==> config.mk <==
export PLATFORM = sky130hd
export DESIGN_NAME = longpress_reset
export DESIGN_NICKNAME = d
export VERILOG_FILES = /design/src/rtl/longpress_reset.sv
export SDC_FILE = /design/constraint.sdc
export NUM_CORES = 1
export LEC_CHECK = 0
export ABC_CLOCK_PERIOD_IN_PS = 19900
export BUFFER_PORTS_ARGS = -buffer_cell sky130_fd_sc_hd__buf_4
export CORE_MARGIN = 4
export CORE_UTILIZATION = 40
export CTS_CLUSTER_DIAMETER = 100
export DETAILED_ROUTE_END_ITERATION = 16
export SKIP_CTS_REPAIR_TIMING = 1
export SLEW_MARGIN = 0
export SYNTH_ARGS = -nofsm -noshare
export SYNTH_HDL_FRONTEND = slang
export SYNTH_SLANG_ARGS = --single-unit
==> constraint.sdc <==
create_clock -name clk -period 19.9 [get_ports clk]
set_clock_uncertainty 0.15 [all_clocks]
set_input_delay 3.98 -clock clk [delete_from_list [all_inputs] [get_ports clk]]
set_output_delay 3.98 -clock clk [all_outputs]
set_load 0.05 [all_outputs]
==> src/rtl/longpress_reset.sv <==
module longpress_reset #(
  parameter int STEP_TICKS  = 500,
  parameter int PULSE_TICKS = 210,
  parameter int INIT_TICKS  = 42,
  parameter int SEL_W       = 5,
  parameter int SEL_MAX     = 19,
  parameter int TEST_SHIFT  = 7,
  parameter bit FIXED_PULSE = 1'b0,
  parameter bit ACTIVE_HIGH = 1'b0
) (
  input  logic             clk,
  input  logic             por_n,
  input  logic             tick,
  input  logic             btn_n,
  input  logic             ovp_flag,
  input  logic [SEL_W-1:0] hold_sel,
  output logic             rst_out,
  output logic             st_idle,
  output logic             st_count,
  output logic             st_active,
  output logic             st_test
);
  localparam int LONG_MAX = (SEL_MAX + 1) * STEP_TICKS;
  localparam int M1       = (LONG_MAX > PULSE_TICKS) ? LONG_MAX : PULSE_TICKS;
  localparam int CNT_MAX  = (M1 > INIT_TICKS) ? M1 : INIT_TICKS;
  localparam int CW       = $clog2(CNT_MAX + 1);

  typedef enum logic [2:0] {S_IDLE, S_CNT, S_ACT, S_WREL, S_INIT, S_IND} phase_t;

  phase_t          state;
  logic [CW-1:0]   cnt;
  logic            test_q;
  logic [1:0]      btn_sy, ovp_sy;

  always_ff @(posedge clk) begin
    if (!por_n) begin
      btn_sy <= 2'b11;
      ovp_sy <= 2'b00;
    end else begin
      btn_sy <= {btn_sy[0], btn_n};
      ovp_sy <= {ovp_sy[0], ovp_flag};
    end
  end

  logic pressed, ovp_s;
  assign pressed = ~btn_sy[1];
  assign ovp_s   = ovp_sy[1];

  logic [SEL_W-1:0] sel_c;
  logic [CW-1:0]    full_lim, short_raw, short_lim, hold_lim, cnt_nx;
  assign sel_c     = (hold_sel > SEL_W'(SEL_MAX)) ? SEL_W'(SEL_MAX) : hold_sel;
  assign full_lim  = CW'((32'(sel_c) + 32'd1) * 32'(STEP_TICKS));
  assign short_raw = full_lim >> TEST_SHIFT;
  assign short_lim = (short_raw == '0) ? CW'(1) : short_raw;
  assign hold_lim  = test_q ? short_lim : full_lim;
  assign cnt_nx    = cnt + CW'(1);

  always_ff @(posedge clk) begin
    if (!por_n) begin
      state  <= S_IDLE;
      cnt    <= '0;
      test_q <= 1'b0;
    end else if (ovp_s && !test_q) begin
      test_q <= 1'b1;
      state  <= S_INIT;
      cnt    <= '0;
    end else begin
      case (state)
        S_IDLE: if (pressed) begin state <= S_CNT; cnt <= '0; end
        S_CNT: begin
          if (!pressed) state <= S_IDLE;
          else if (tick) begin
            if (cnt_nx == hold_lim) begin state <= S_ACT; cnt <= '0; end
            else cnt <= cnt_nx;
          end
        end
        S_ACT, S_IND: begin
          if (FIXED_PULSE) begin
            if (tick) begin
              if (cnt_nx == CW'(PULSE_TICKS)) begin state <= S_WREL; cnt <= '0; end
              else cnt <= cnt_nx;
            end
          end else if (state == S_ACT) begin
            if (!pressed) state <= S_IDLE;
          end else if (!ovp_s) state <= S_WREL;
        end
        S_WREL: if (!pressed) state <= S_IDLE;
        S_INIT: begin
          if (tick) begin
            if (cnt_nx == CW'(INIT_TICKS)) begin state <= S_IND; cnt <= '0; end
            else cnt <= cnt_nx;
          end
        end
        default: state <= S_IDLE;
      endcase
    end
  end

  logic act;
  assign act       = (state == S_ACT) || (state == S_IND);
  assign rst_out   = ACTIVE_HIGH ? act : ~act;
  assign st_idle   = (state == S_IDLE);
  assign st_count  = (state == S_CNT) || (state == S_INIT);
  assign st_active = act;
  assign st_test   = test_q;

  a_r1_status_onehot: assert property (@(posedge clk) disable iff (!por_n)
    $onehot0({st_idle, st_count, st_active}));

  a_r2_entry_from_held_tick: assert property (@(posedge clk) disable iff (!por_n)
    (state == S_ACT && $past(state) == S_CNT) |-> ($past(pressed) && $past(tick)));

  a_r4_release_drops: assert property (@(posedge clk) disable iff (!por_n)
    (!FIXED_PULSE && state == S_ACT && !pressed && (test_q || !ovp_s)) |=> !act);

  a_r5_fixed_ignores_button: assert property (@(posedge clk) disable iff (!por_n)
    (FIXED_PULSE && state == S_ACT && !tick && (test_q || !ovp_s)) |=> state == S_ACT);

  a_r6_no_tick_no_advance: assert property (@(posedge clk) disable iff (!por_n)
    (state == S_CNT && pressed && !tick && (test_q || !ovp_s)) |=> (state == S_CNT && $stable(cnt)));

  a_r9_test_sticky: assert property (@(posedge clk) disable iff (!por_n)
    test_q |=> test_q);
endmodule

==> results of run 1 <==
## flip-flops by register name, indices dropped and copies added (netlist names)
register / cells
ovp_sy: 2
state: 3
btn_sy: 2
st_test: 1
cnt: 14
## metal layers
layer | share of wire | GRT usage | vias to the layer above
li1 | - | - | 1272
met1 | 0.45 | 0.237 | 1202
met2 | 0.50 | 0.302 | 49
met3 | 0.048 | 0.0130 | 4
met4 | 0.0041 | 0.0260 | 0
met5 | 0 | 0 | -
## how the worst max path moves through the flow
stage           startpoint                    end  slack, ns  depth (start not counted)
2_1_floorplan  hold_sel[3]  state[0]$_SDFFE_PP0P_      10.26                         21
3_3_place_gp   hold_sel[3]    cnt[8]$_SDFFE_PP0P_       9.70                         22
3_5_place_dp   hold_sel[3]    cnt[8]$_SDFFE_PP0P_       9.57                         23
4_1_cts        hold_sel[3]    cnt[8]$_SDFFE_PP0P_       9.83                         23
5_1_grt        hold_sel[3]    cnt[8]$_SDFFE_PP0P_       9.33                         23
6_report       hold_sel[3]    cnt[8]$_SDFFE_PP0P_       9.85                         23
## cells in the final DEF (no fill, tap or decap), drive strengths merged, types with 6 or more instances in the layout
cell	instances
o21ai	22
nor2	18
xnor2	15
nand3	15
nor3	11
o211ai	6
nor4	6
fa	10
buf	15
dfxtp	22
nand4	6
nand2	25
inv	34
ha	25
and3	9
xor2	7
a21oi	14
and2	6
## cells by family (layout without fill, tap and decap cells)
logic type,after synthesis,count (layout),share of synthesized area
xor gates and xnor gates,27,27,0.110
and+or+nand+nor,122,122,0.245
buffers and inverters,52,53,0.0777
muxes,2,2,0.00703
AOI/OAI and AO/OA,90,90,0.224
other,1,2,0.00132
adders and majority gates,35,35,0.180
DFF,22,22,0.155
## where the power goes
part / internal (mW) / total (mW) / switching, mW
logic: 0.109 / 0.236 / 0.127
registers: 0.0447 / 0.0462 / 0.00150
clock network: 0.0269 / 0.0424 / 0.0155
## layout make-up
| class | instances | area, um^2 | share of cell area |
|---|---|---|---|
| Tap cell | 96 | 120 | 0.0392 |
| Sequential cell | 22 | 440 | 0.144 |
| Clock buffer | 3 | 41.3 | 0.0135 |
| Inverter | 34 | 128 | 0.0417 |
| Multi-Input combinational cell | 278 | 2190 | 0.715 |
| Timing Repair Buffer | 15 | 113 | 0.0368 |
| Clock inverter | 1 | 30.0 | 0.00980 |
## stage by stage
step	util	power, mW
finish	0.446	0.325
detailed placement	0.436	0.283
global route	0.446	0.358
CTS	0.446	0.327
floorplan	-	0.240
global placement	0.436	0.281
## cells in the mapped netlist, types with 2 or more instances
cell	n
clkbuf_1	8
o211ai_1	6
or3_1	4
nor3_1	11
o21ai_1	8
nor2_1	18
nand2b_1	4
mux2i_1	2
a221oi_1	2
a2111oi_2	2
or4_4	2
fa_1	10
a211o_1	2
a31o_2	2
a21oi_1	13
nor2b_1	4
o2bb2ai_1	4
ha_1	25
xnor3_1	4
a21boi_0	2
a21o_1	5
and4_1	2
and2_1	6
dfxtp_1	22
and3_1	9
nand4_1	5
buf_4	3
nand2_1	25
nor4_1	4
o31a_1	2
and4b_1	2
buf_2	5
a211oi_1	5
o2111ai_1	2
xor2_1	6
o32ai_1	2
nand3_1	13
o21a_1	2
xnor2_1	15
o21ai_0	13
inv_1	34
or2_2	3
nor4_2	2
a31oi_1	5
==> impl_metrics.csv, run 1 <==
group,metric,value,unit
synthesis,ys_warn_count,0,
worst_setup_path,endpoint_kind,"flip-flop",
synthesis,synth_seq_area_share,0.155,
power,cellPowerDensity,106,nW/um^2
clock_network,root_buffer,"clkbuf_8",
floorplan,die_area,8540,um^2
drt,drc_errors,0,
sta,final.setup.tns,0,ns
layout,fin_nets,399,
clock_network,cts.clk_slew.worst_paths,0.08,ns
layout,finalNonFillerCells,449,
floorplan,die_x,92.4,um
outcome,status,"complete, no violations",
synthesis,syn_area,2850,um^2
worst_setup_path,cp.required,19.89,ns
place,pre_cts_ws,9.57,ns
synthesis,synth_cell_types,70,
worst_setup_path,rrSetupSlack,16.18,ns
grt,grt_usage,0.173,
layout,area_delta_synth_final,7.51,%
worst_setup_path,cp_cell_sequence,"buf_4 -> o21a_1 -> nor2_1 -> inv_1 -> ha_1 -> xnor2_1 -> ha_1 -> xnor2_1 -> ha_1 -> inv_1 -> fa_1 -> inv_1 -> ha_1 -> fa_1 -> a21o_1 -> a2111o_1 -> xor2_2 -> xnor2_1 -> o32a_1 -> or3_1 -> nor4b_2 -> o21ai_0 -> o2bb2ai_1",
synthesis,async_flop_share,0,
worst_setup_path,cp_slowest_cell,"fa_1",
drt,dr.pass1.iters,4,
clock_network,cts_tree,"yes",
power,p_leak,1.27,nW
sta,slew-limit-headroom,0.434,
place,place.gp.congestion,0.858,
sta,final-hold-violation-count,0,
sta,finalWorstSetupSlack,9.85,ns
worst_setup_path,crit_path_max_incr_delay,0.53,ns
min_path,holdPathStages,1,
place,post_dp_cell_area,2990,um^2
grt,grt_pass1_vias,2484,
grt,overflow,0,
synthesis,synth_cells,351,
worst_setup_path,crit_fanout,5,
clock_network,cts_buffer_depth,2,
sta,fmax,99.5,MHz
sta,period_share,0.505,
clock_network,htreeDepth,1,
worst_setup_path,path_class,"input pin to flip-flop",
drt,routed_wl,7.01,mm
clock_network,cts.sinks,22,
grt,grt_max_degree,16,
worst_setup_path,reg2reg_from,"cnt[0]$_SDFFE_PP0P_",
floorplan,rows,30,
worst_setup_path,rr_endpoint,"cnt[0]$_SDFFE_PP0P_",
drt,vias,2527,
power,vdd_drop_max,0.0421,mV
drt,drtAntennaViolNets,0,
floorplan,die_y,92.4,um
worst_setup_path,rr_worst_depth,10,
floorplan,initial_utilization,0.415,
place,io_buffers,14,
clock_network,cts_buffers,3,
clock_network,clk_latency,0.27,ns
worst_setup_path,crit_buf_inv,4,
synthesis,synthTopCellsByArea,"dfxtp_1 (15%), ha_1 (11%), fa_1 (7.0%), xnor2_1 (4.6%), inv_1 (4.5%)",
grt,grt_pass1_wl,12.2,mm
min_path,hold_path_startpoint,"btn_sy[0]$_SDFF_PN1_",
worst_setup_path,cp.arrival,10.04,ns
worst_setup_path,worst_path_most_repeated_cell,"ha_1",
sta,worst_pin_slew,0.847,ns
layout,drive_gt1_frac,0.113,
drt,wl_per_cell,15.6,um
synthesis,synth.largest_area_cell,"dfxtp_1",
drt,first_iter_violations,194,
synthesis,yosys_register_bits,22,
synthesis,synth_edf_count,0,
drt,viasPerCell,5.63,
floorplan,coreArea,6870,um^2
worst_setup_path,crit_path_start_kind,"input pin",
place,hpwl,5.63,mm
sta,setup_viol,0,
sta,final-max-slew-violation-count,0,
job,max_cap_violations,0,
layout,fill_cells,702,
min_path,hold-path-endpoint,"btn_sy[1]$_SDFF_PN1_",
sta,period_needed,10.05,ns
sta,rsz0062_at_grt,"no",
synthesis,yosys_most_used_dff,"dfxtp_1",
layout,stdcell_area,3060,um^2
floorplan,io_pins,15,
synthesis,synth_top_area_frac,0.155,
grt,antenna_found_initial,0,
layout,antenna_cells,0,
sta,fin_hold_ws,0.267,ns
min_path,worstHoldPathType,"flip-flop to flip-flop",
place,post-place-cells,445,
worst_setup_path,cpLargestDelayFamily,"adder cells",
synthesis,avgSynthCellArea,8.12,um^2
(Power assumes the default switching activity.)
==> run 2: changes to the inputs <==
- ABC_CLOCK_PERIOD_IN_PS: 19900 -> 8300
- clock period: 19.9 -> 8.3 ns (I/O delays scaled with it)
==> run 2 against run 1 <==
Register-to-register slack got worse by 12 ns. Total power rose by 140%. Sequential cell count is the same. Final area did not move. Clock power rose by 140%. Final cell count unchanged. Utilization unchanged. Sequential share of layout area stayed put. Combinational power grew 140%. Critical endpoint is now cnt[2]$_SDFFE_PP0P_. Largest cell class unchanged.
==> impl_metrics.csv, run 2 (synthesis results as in run 1) <==
group,metric,value,unit
power,cellPowerDensity,254,nW/um^2
grt,grt_pass1_wl,11.8,mm
outcome,status,"complete, no violations",
drt,first_iter_violations,107,
drt,drc_errors,0,
worst_setup_path,cp.required,8.30,ns
min_path,hold-path-endpoint,"btn_sy[1]$_SDFF_PN1_",
sta,final-max-slew-violation-count,0,
floorplan,die_area,8540,um^2
drt,dr.pass1.iters,4,
drt,wl_per_cell,15.4,um
layout,regMostFlops,"cnt",
min_path,worstHoldPathType,"flip-flop to flip-flop",
worst_setup_path,rr_endpoint,"cnt[0]$_SDFFE_PP0P_",
clock_network,htreeDepth,1,
sta,fmax,129,MHz
worst_setup_path,rr_worst_depth,10,
layout,fin_nets,399,
sta,period_needed,7.73,ns
drt,routed_wl,6.91,mm
sta,period_share,0.932,
layout,largest_reg_flops,14,
worst_setup_path,reg2reg_from,"cnt[0]$_SDFFE_PP0P_",
clock_network,cts.clk_slew.worst_paths,0.09,ns
drt,vias,2534,
clock_network,cts_buffer_depth,2,
layout,antenna_cells,0,
worst_setup_path,rrSetupSlack,4.61,ns
floorplan,coreArea,6870,um^2
layout,reg_top3,"cnt: 14 flops, state: 3 flops",
floorplan,io_pins,15,
worst_setup_path,crit_fanout,5,
sta,rsz0062_at_grt,"no",
place,pre_cts_ws,0.276,ns
floorplan,die_y,92.4,um
layout,final_cell_mix,"inv_1 (34), nand2_1 (25), ha_1 (25), dfxtp_1 (22), nor2_1 (18)",
grt,grt_pass1_vias,2490,
layout,drive_gt1_frac,0.113,
place,io_buffers,14,
job,max_cap_violations,0,
worst_setup_path,endpoint_kind,"flip-flop",
sta,slew-limit-headroom,0.445,
grt,overflow,0,
power,vdd_drop_max,0.106,mV
clock_network,cts_buffers,3,
layout,area_delta_synth_final,7.51,%
sta,worst_pin_slew,0.831,ns
worst_setup_path,cp.arrival,7.73,ns
sta,final.setup.tns,0,ns
grt,antenna_found_initial,0,
layout,fill_cells,696,
clock_network,cts.sinks,22,
place,hpwl,5.61,mm
sta,finalWorstSetupSlack,0.568,ns
grt,grt_max_degree,16,
min_path,hold_path_startpoint,"btn_sy[0]$_SDFF_PN1_",
clock_network,root_buffer,"clkbuf_8",
drt,drtAntennaViolNets,0,
grt,grt_usage,0.168,
worst_setup_path,crit_path_start_kind,"input pin",
power,p_leak,1.27,nW
clock_network,clk_latency,0.27,ns
clock_network,cts_tree,"yes",
sta,setup_viol,0,
min_path,holdPathStages,1,
sta,final-hold-violation-count,0,
layout,final_common_cell,"inv_1",
floorplan,die_x,92.4,um
drt,viasPerCell,5.64,
worst_setup_path,path_class,"input pin to flip-flop",
place,place.gp.congestion,0.858,
floorplan,rows,30,
floorplan,initial_utilization,0.415,
power,p_total,0.779,mW
-- run 2: layer usage --
layer,share of wire,global-route usage
met2,0.48,0.292
met3,0.032,0.0106
met5,0,0
met4,0.012,0.0446
met1,0.47,0.224
-- run 2: per-stage QoR --
stage	util	cell area (um^2)	std cells	hold WS [ns]
2_1_floorplan	-	2850	352	0.236
3_3_place_gp	0.436	2990	445	0.250
3_5_place_dp	0.436	2990	445	0.252
4_1_cts	0.446	3060	449	0.273
5_1_grt	0.446	3060	449	0.285
6_report	0.446	3060	449	0.269
-- run 2: area by class of cell --
| class | instances | area [um^2] | area share |
|---|---|---|---|
| multi-input cells | 278 | 2190 | 0.715 |
| flip-flops and latches | 22 | 440 | 0.144 |
| inverters | 34 | 128 | 0.0417 |
| well taps | 96 | 120 | 0.0392 |
| repair buffers | 15 | 113 | 0.0368 |
| clock buffers | 3 | 41.3 | 0.0135 |
| clock inverters | 1 | 30.0 | 0.00980 |
-- run 2: how the worst max path moves through the flow --
stage | from | to | cells after the start
5_1_grt | hold_sel[3] | cnt[8]$_SDFFE_PP0P_ | 23
6_report | hold_sel[3] | cnt[2]$_SDFFE_PP0P_ | 23
3_3_place_gp | hold_sel[3] | cnt[8]$_SDFFE_PP0P_ | 22
4_1_cts | hold_sel[3] | cnt[4]$_SDFFE_PP0P_ | 23
2_1_floorplan | hold_sel[3] | state[0]$_SDFFE_PP0P_ | 21
3_5_place_dp | hold_sel[3] | cnt[4]$_SDFFE_PP0P_ | 23
-- run 2: report_power, final --
part | switching, mW | total, mW | internal (mW)
combinational | 0.304 | 0.565 | 0.261
clock | 0.0390 | 0.103 | 0.0645
sequential | 0.00362 | 0.111 | 0.107
total | 0.347 | 0.779 | 0.432
-- run 2: worst max-delay path, cell delays in order --
cell       delay, ns
buf_4           0.12
o21a_1          0.19
nor2_1          0.20
inv_1           0.10
ha_1            0.24
xnor2_1         0.44
ha_1            0.37
xnor2_1         0.35
ha_1            0.20
inv_1           0.05
fa_1            0.53
inv_1           0.04
ha_1            0.22
fa_1            0.46
a21o_1          0.22
a2111o_1        0.42
xor2_2          0.19
xnor2_1         0.14
o32a_1          0.37
or3_1           0.39
nor4b_2         0.49
o21ai_0         0.18
o2bb2ai_1       0.14
==> run 3: changes to the inputs <==
==> constraint.sdc (replaced) <==
create_clock -name clk -period 8.3 [get_ports clk]
set_clock_uncertainty 0.15 [all_clocks]
set_input_delay 0.415 -clock clk [delete_from_list [all_inputs] [get_ports clk]]
set_output_delay 0.415 -clock clk [all_outputs]
set_load 0.05 [all_outputs]
==> run 3 against run 2 <==
Clock power barely moved. Global-route usage rose by 0.28 points. First-iteration DRC count rose by 31%. Register-to-register slack barely moved.
==> impl_metrics.csv, run 3 (synthesis results as in run 1) <==
group,metric,value,unit
floorplan,die_x,92.4,um
sta,period_needed,6.44,ns
floorplan,rows,30,
clock_network,cts_buffer_depth,2,
power,vdd_drop_max,0.0998,mV
drt,wl_per_cell,15.6,um
drt,first_iter_violations,140,
power,p_comb_frac,0.725,
drt,drc_errors,0,
floorplan,io_pins,15,
grt,grt_usage,0.170,
layout,final_cell_mix,"inv_1 (34), nand2_1 (25), ha_1 (25), dfxtp_1 (22), nor2_1 (18)",
worst_setup_path,endpoint_kind,"flip-flop",
clock_network,cts.sinks,22,
worst_setup_path,cp_slowest_cell,"fa_1",
sta,final-max-slew-violation-count,0,
worst_setup_path,cp_cell_sequence,"buf_4 -> o21a_1 -> nor2_1 -> inv_1 -> ha_1 -> xnor2_1 -> ha_1 -> xnor2_1 -> ha_1 -> inv_1 -> fa_1 -> inv_1 -> ha_1 -> fa_1 -> a21o_1 -> a2111o_1 -> xor2_2 -> xnor2_1 -> o32a_1 -> or3_1 -> nor4b_2 -> o21ai_0 -> o2bb2ai_1",
power,p_leak,1.27,nW
layout,reg_top3,"cnt: 14 flops, state: 3 flops",
job,max_cap_violations,0,
worst_setup_path,crit_path_max_incr_delay,0.53,ns
layout,area_delta_synth_final,7.51,%
min_path,hold_path_startpoint,"btn_n",
place,hpwl,5.62,mm
floorplan,die_area,8540,um^2
worst_setup_path,cp.arrival,6.44,ns
worst_setup_path,worst_path_most_repeated_cell,"ha_1",
min_path,hold-path-endpoint,"btn_sy[0]$_SDFF_PN1_",
grt,grt_pass1_vias,2452,
drt,viasPerCell,5.62,
worst_setup_path,crit_buf_inv,4,
sta,final-hold-violation-count,0,
sta,rsz0062_at_grt,"no",
layout,fin_nets,399,
grt,grt_max_degree,16,
sta,worst_pin_slew,0.903,ns
clock_network,root_buffer,"clkbuf_8",
floorplan,die_y,92.4,um
min_path,worstHoldPathType,"input pin to flip-flop",
sta,slew-limit-headroom,0.397,
floorplan,coreArea,6870,um^2
power,p_int,0.432,mW
place,place.gp.congestion,0.858,
worst_setup_path,rr_worst_depth,10,
worst_setup_path,crit_start,"hold_sel[3]",
min_path,holdPathStages,2,
layout,regMostFlops,"cnt",
layout,antenna_cells,0,
drt,drtAntennaViolNets,0,
worst_setup_path,rrSetupSlack,4.61,ns
place,io_buffers,14,
sta,setup_viol,0,
worst_setup_path,reg2reg_from,"cnt[0]$_SDFFE_PP0P_",
worst_setup_path,crit_fanout,5,
sta,final.setup.tns,0,ns
clock_network,htreeDepth,1,
power,swShare,0.446,
outcome,status,"complete, no violations",
drt,vias,2523,
sta,period_share,0.776,
worst_setup_path,path_class,"input pin to flip-flop",
power,p_seq_frac,0.142,
worst_setup_path,crit_path_start_kind,"input pin",
clock_network,cts_buffers,3,
worst_setup_path,cpLargestDelayFamily,"adder cells",
drt,dr.pass1.iters,4,
power,power.switching,0.349,mW
grt,overflow,0,
drt,routed_wl,7.01,mm
worst_setup_path,rr_endpoint,"cnt[0]$_SDFFE_PP0P_",
worst_setup_path,cp.required,8.30,ns
layout,drive_gt1_frac,0.113,
clock_network,cts_tree,"yes",
clock_network,clk_latency,0.27,ns
power,clkPwrFrac,0.133,
sta,fmax,155,MHz
layout,largest_reg_flops,14,
floorplan,initial_utilization,0.415,
sta,fin_hold_ws,0.178,ns
clock_network,cts.clk_slew.worst_paths,0.09,ns
power,cellPowerDensity,255,nW/um^2
grt,grt_pass1_wl,12.0,mm
grt,antenna_found_initial,0,
layout,final_common_cell,"inv_1",
## run 3: cell type report
type                       count  area (um^2)
fill                         699         3810
multi-input combinational    278         2190
sequential                    22          440
inverter                      34          128
tap                           96          120
timing repair buffer          15          113
clock buffer                   3         41.3
clock inverter                 1         30.0
## run 3: layer usage
layer  part of all wire  vias up  global-route usage
met4             0.0090        0              0.0421
met3              0.039        6              0.0114
met1               0.47     1191               0.230
li1                   -     1269                   -
met2               0.49       57               0.296
met5                  0        -                   0
## run 3: power groups by stage
stage | clock network, mW | registers (mW) | logic, mW
2_1_floorplan | 0 | 0.112 | 0.463
6_report | 0.104 | 0.111 | 0.566
4_1_cts | 0.105 | 0.111 | 0.569
3_5_place_dp | 0 | 0.113 | 0.565
5_1_grt | 0.109 | 0.111 | 0.636
3_3_place_gp | 0 | 0.113 | 0.561
## run 3: per-stage QoR
step / power (mW) / setup slack (ns) / cells / util / instance area (um^2)
floorplan: 0.575 / 2.23 / 352 / - / 2850
global placement: 0.675 / 1.67 / 445 / 0.436 / 2990
detailed placement: 0.678 / 1.56 / 445 / 0.436 / 2990
CTS: 0.785 / 1.83 / 449 / 0.446 / 3060
global route: 0.856 / 1.30 / 449 / 0.446 / 3060
finish: 0.781 / 1.86 / 449 / 0.446 / 3060
## run 3: worst max path at each step
stage	endpoint	slack, ns	cells after the start
final	cnt[2]$_SDFFE_PP0P_	1.86	23
after global routing	cnt[8]$_SDFFE_PP0P_	1.30	23
after CTS	cnt[8]$_SDFFE_PP0P_	1.83	23
after detailed placement	cnt[8]$_SDFFE_PP0P_	1.56	23
after global placement	cnt[8]$_SDFFE_PP0P_	1.67	22
after floorplan	state[0]$_SDFFE_PP0P_	2.23	21
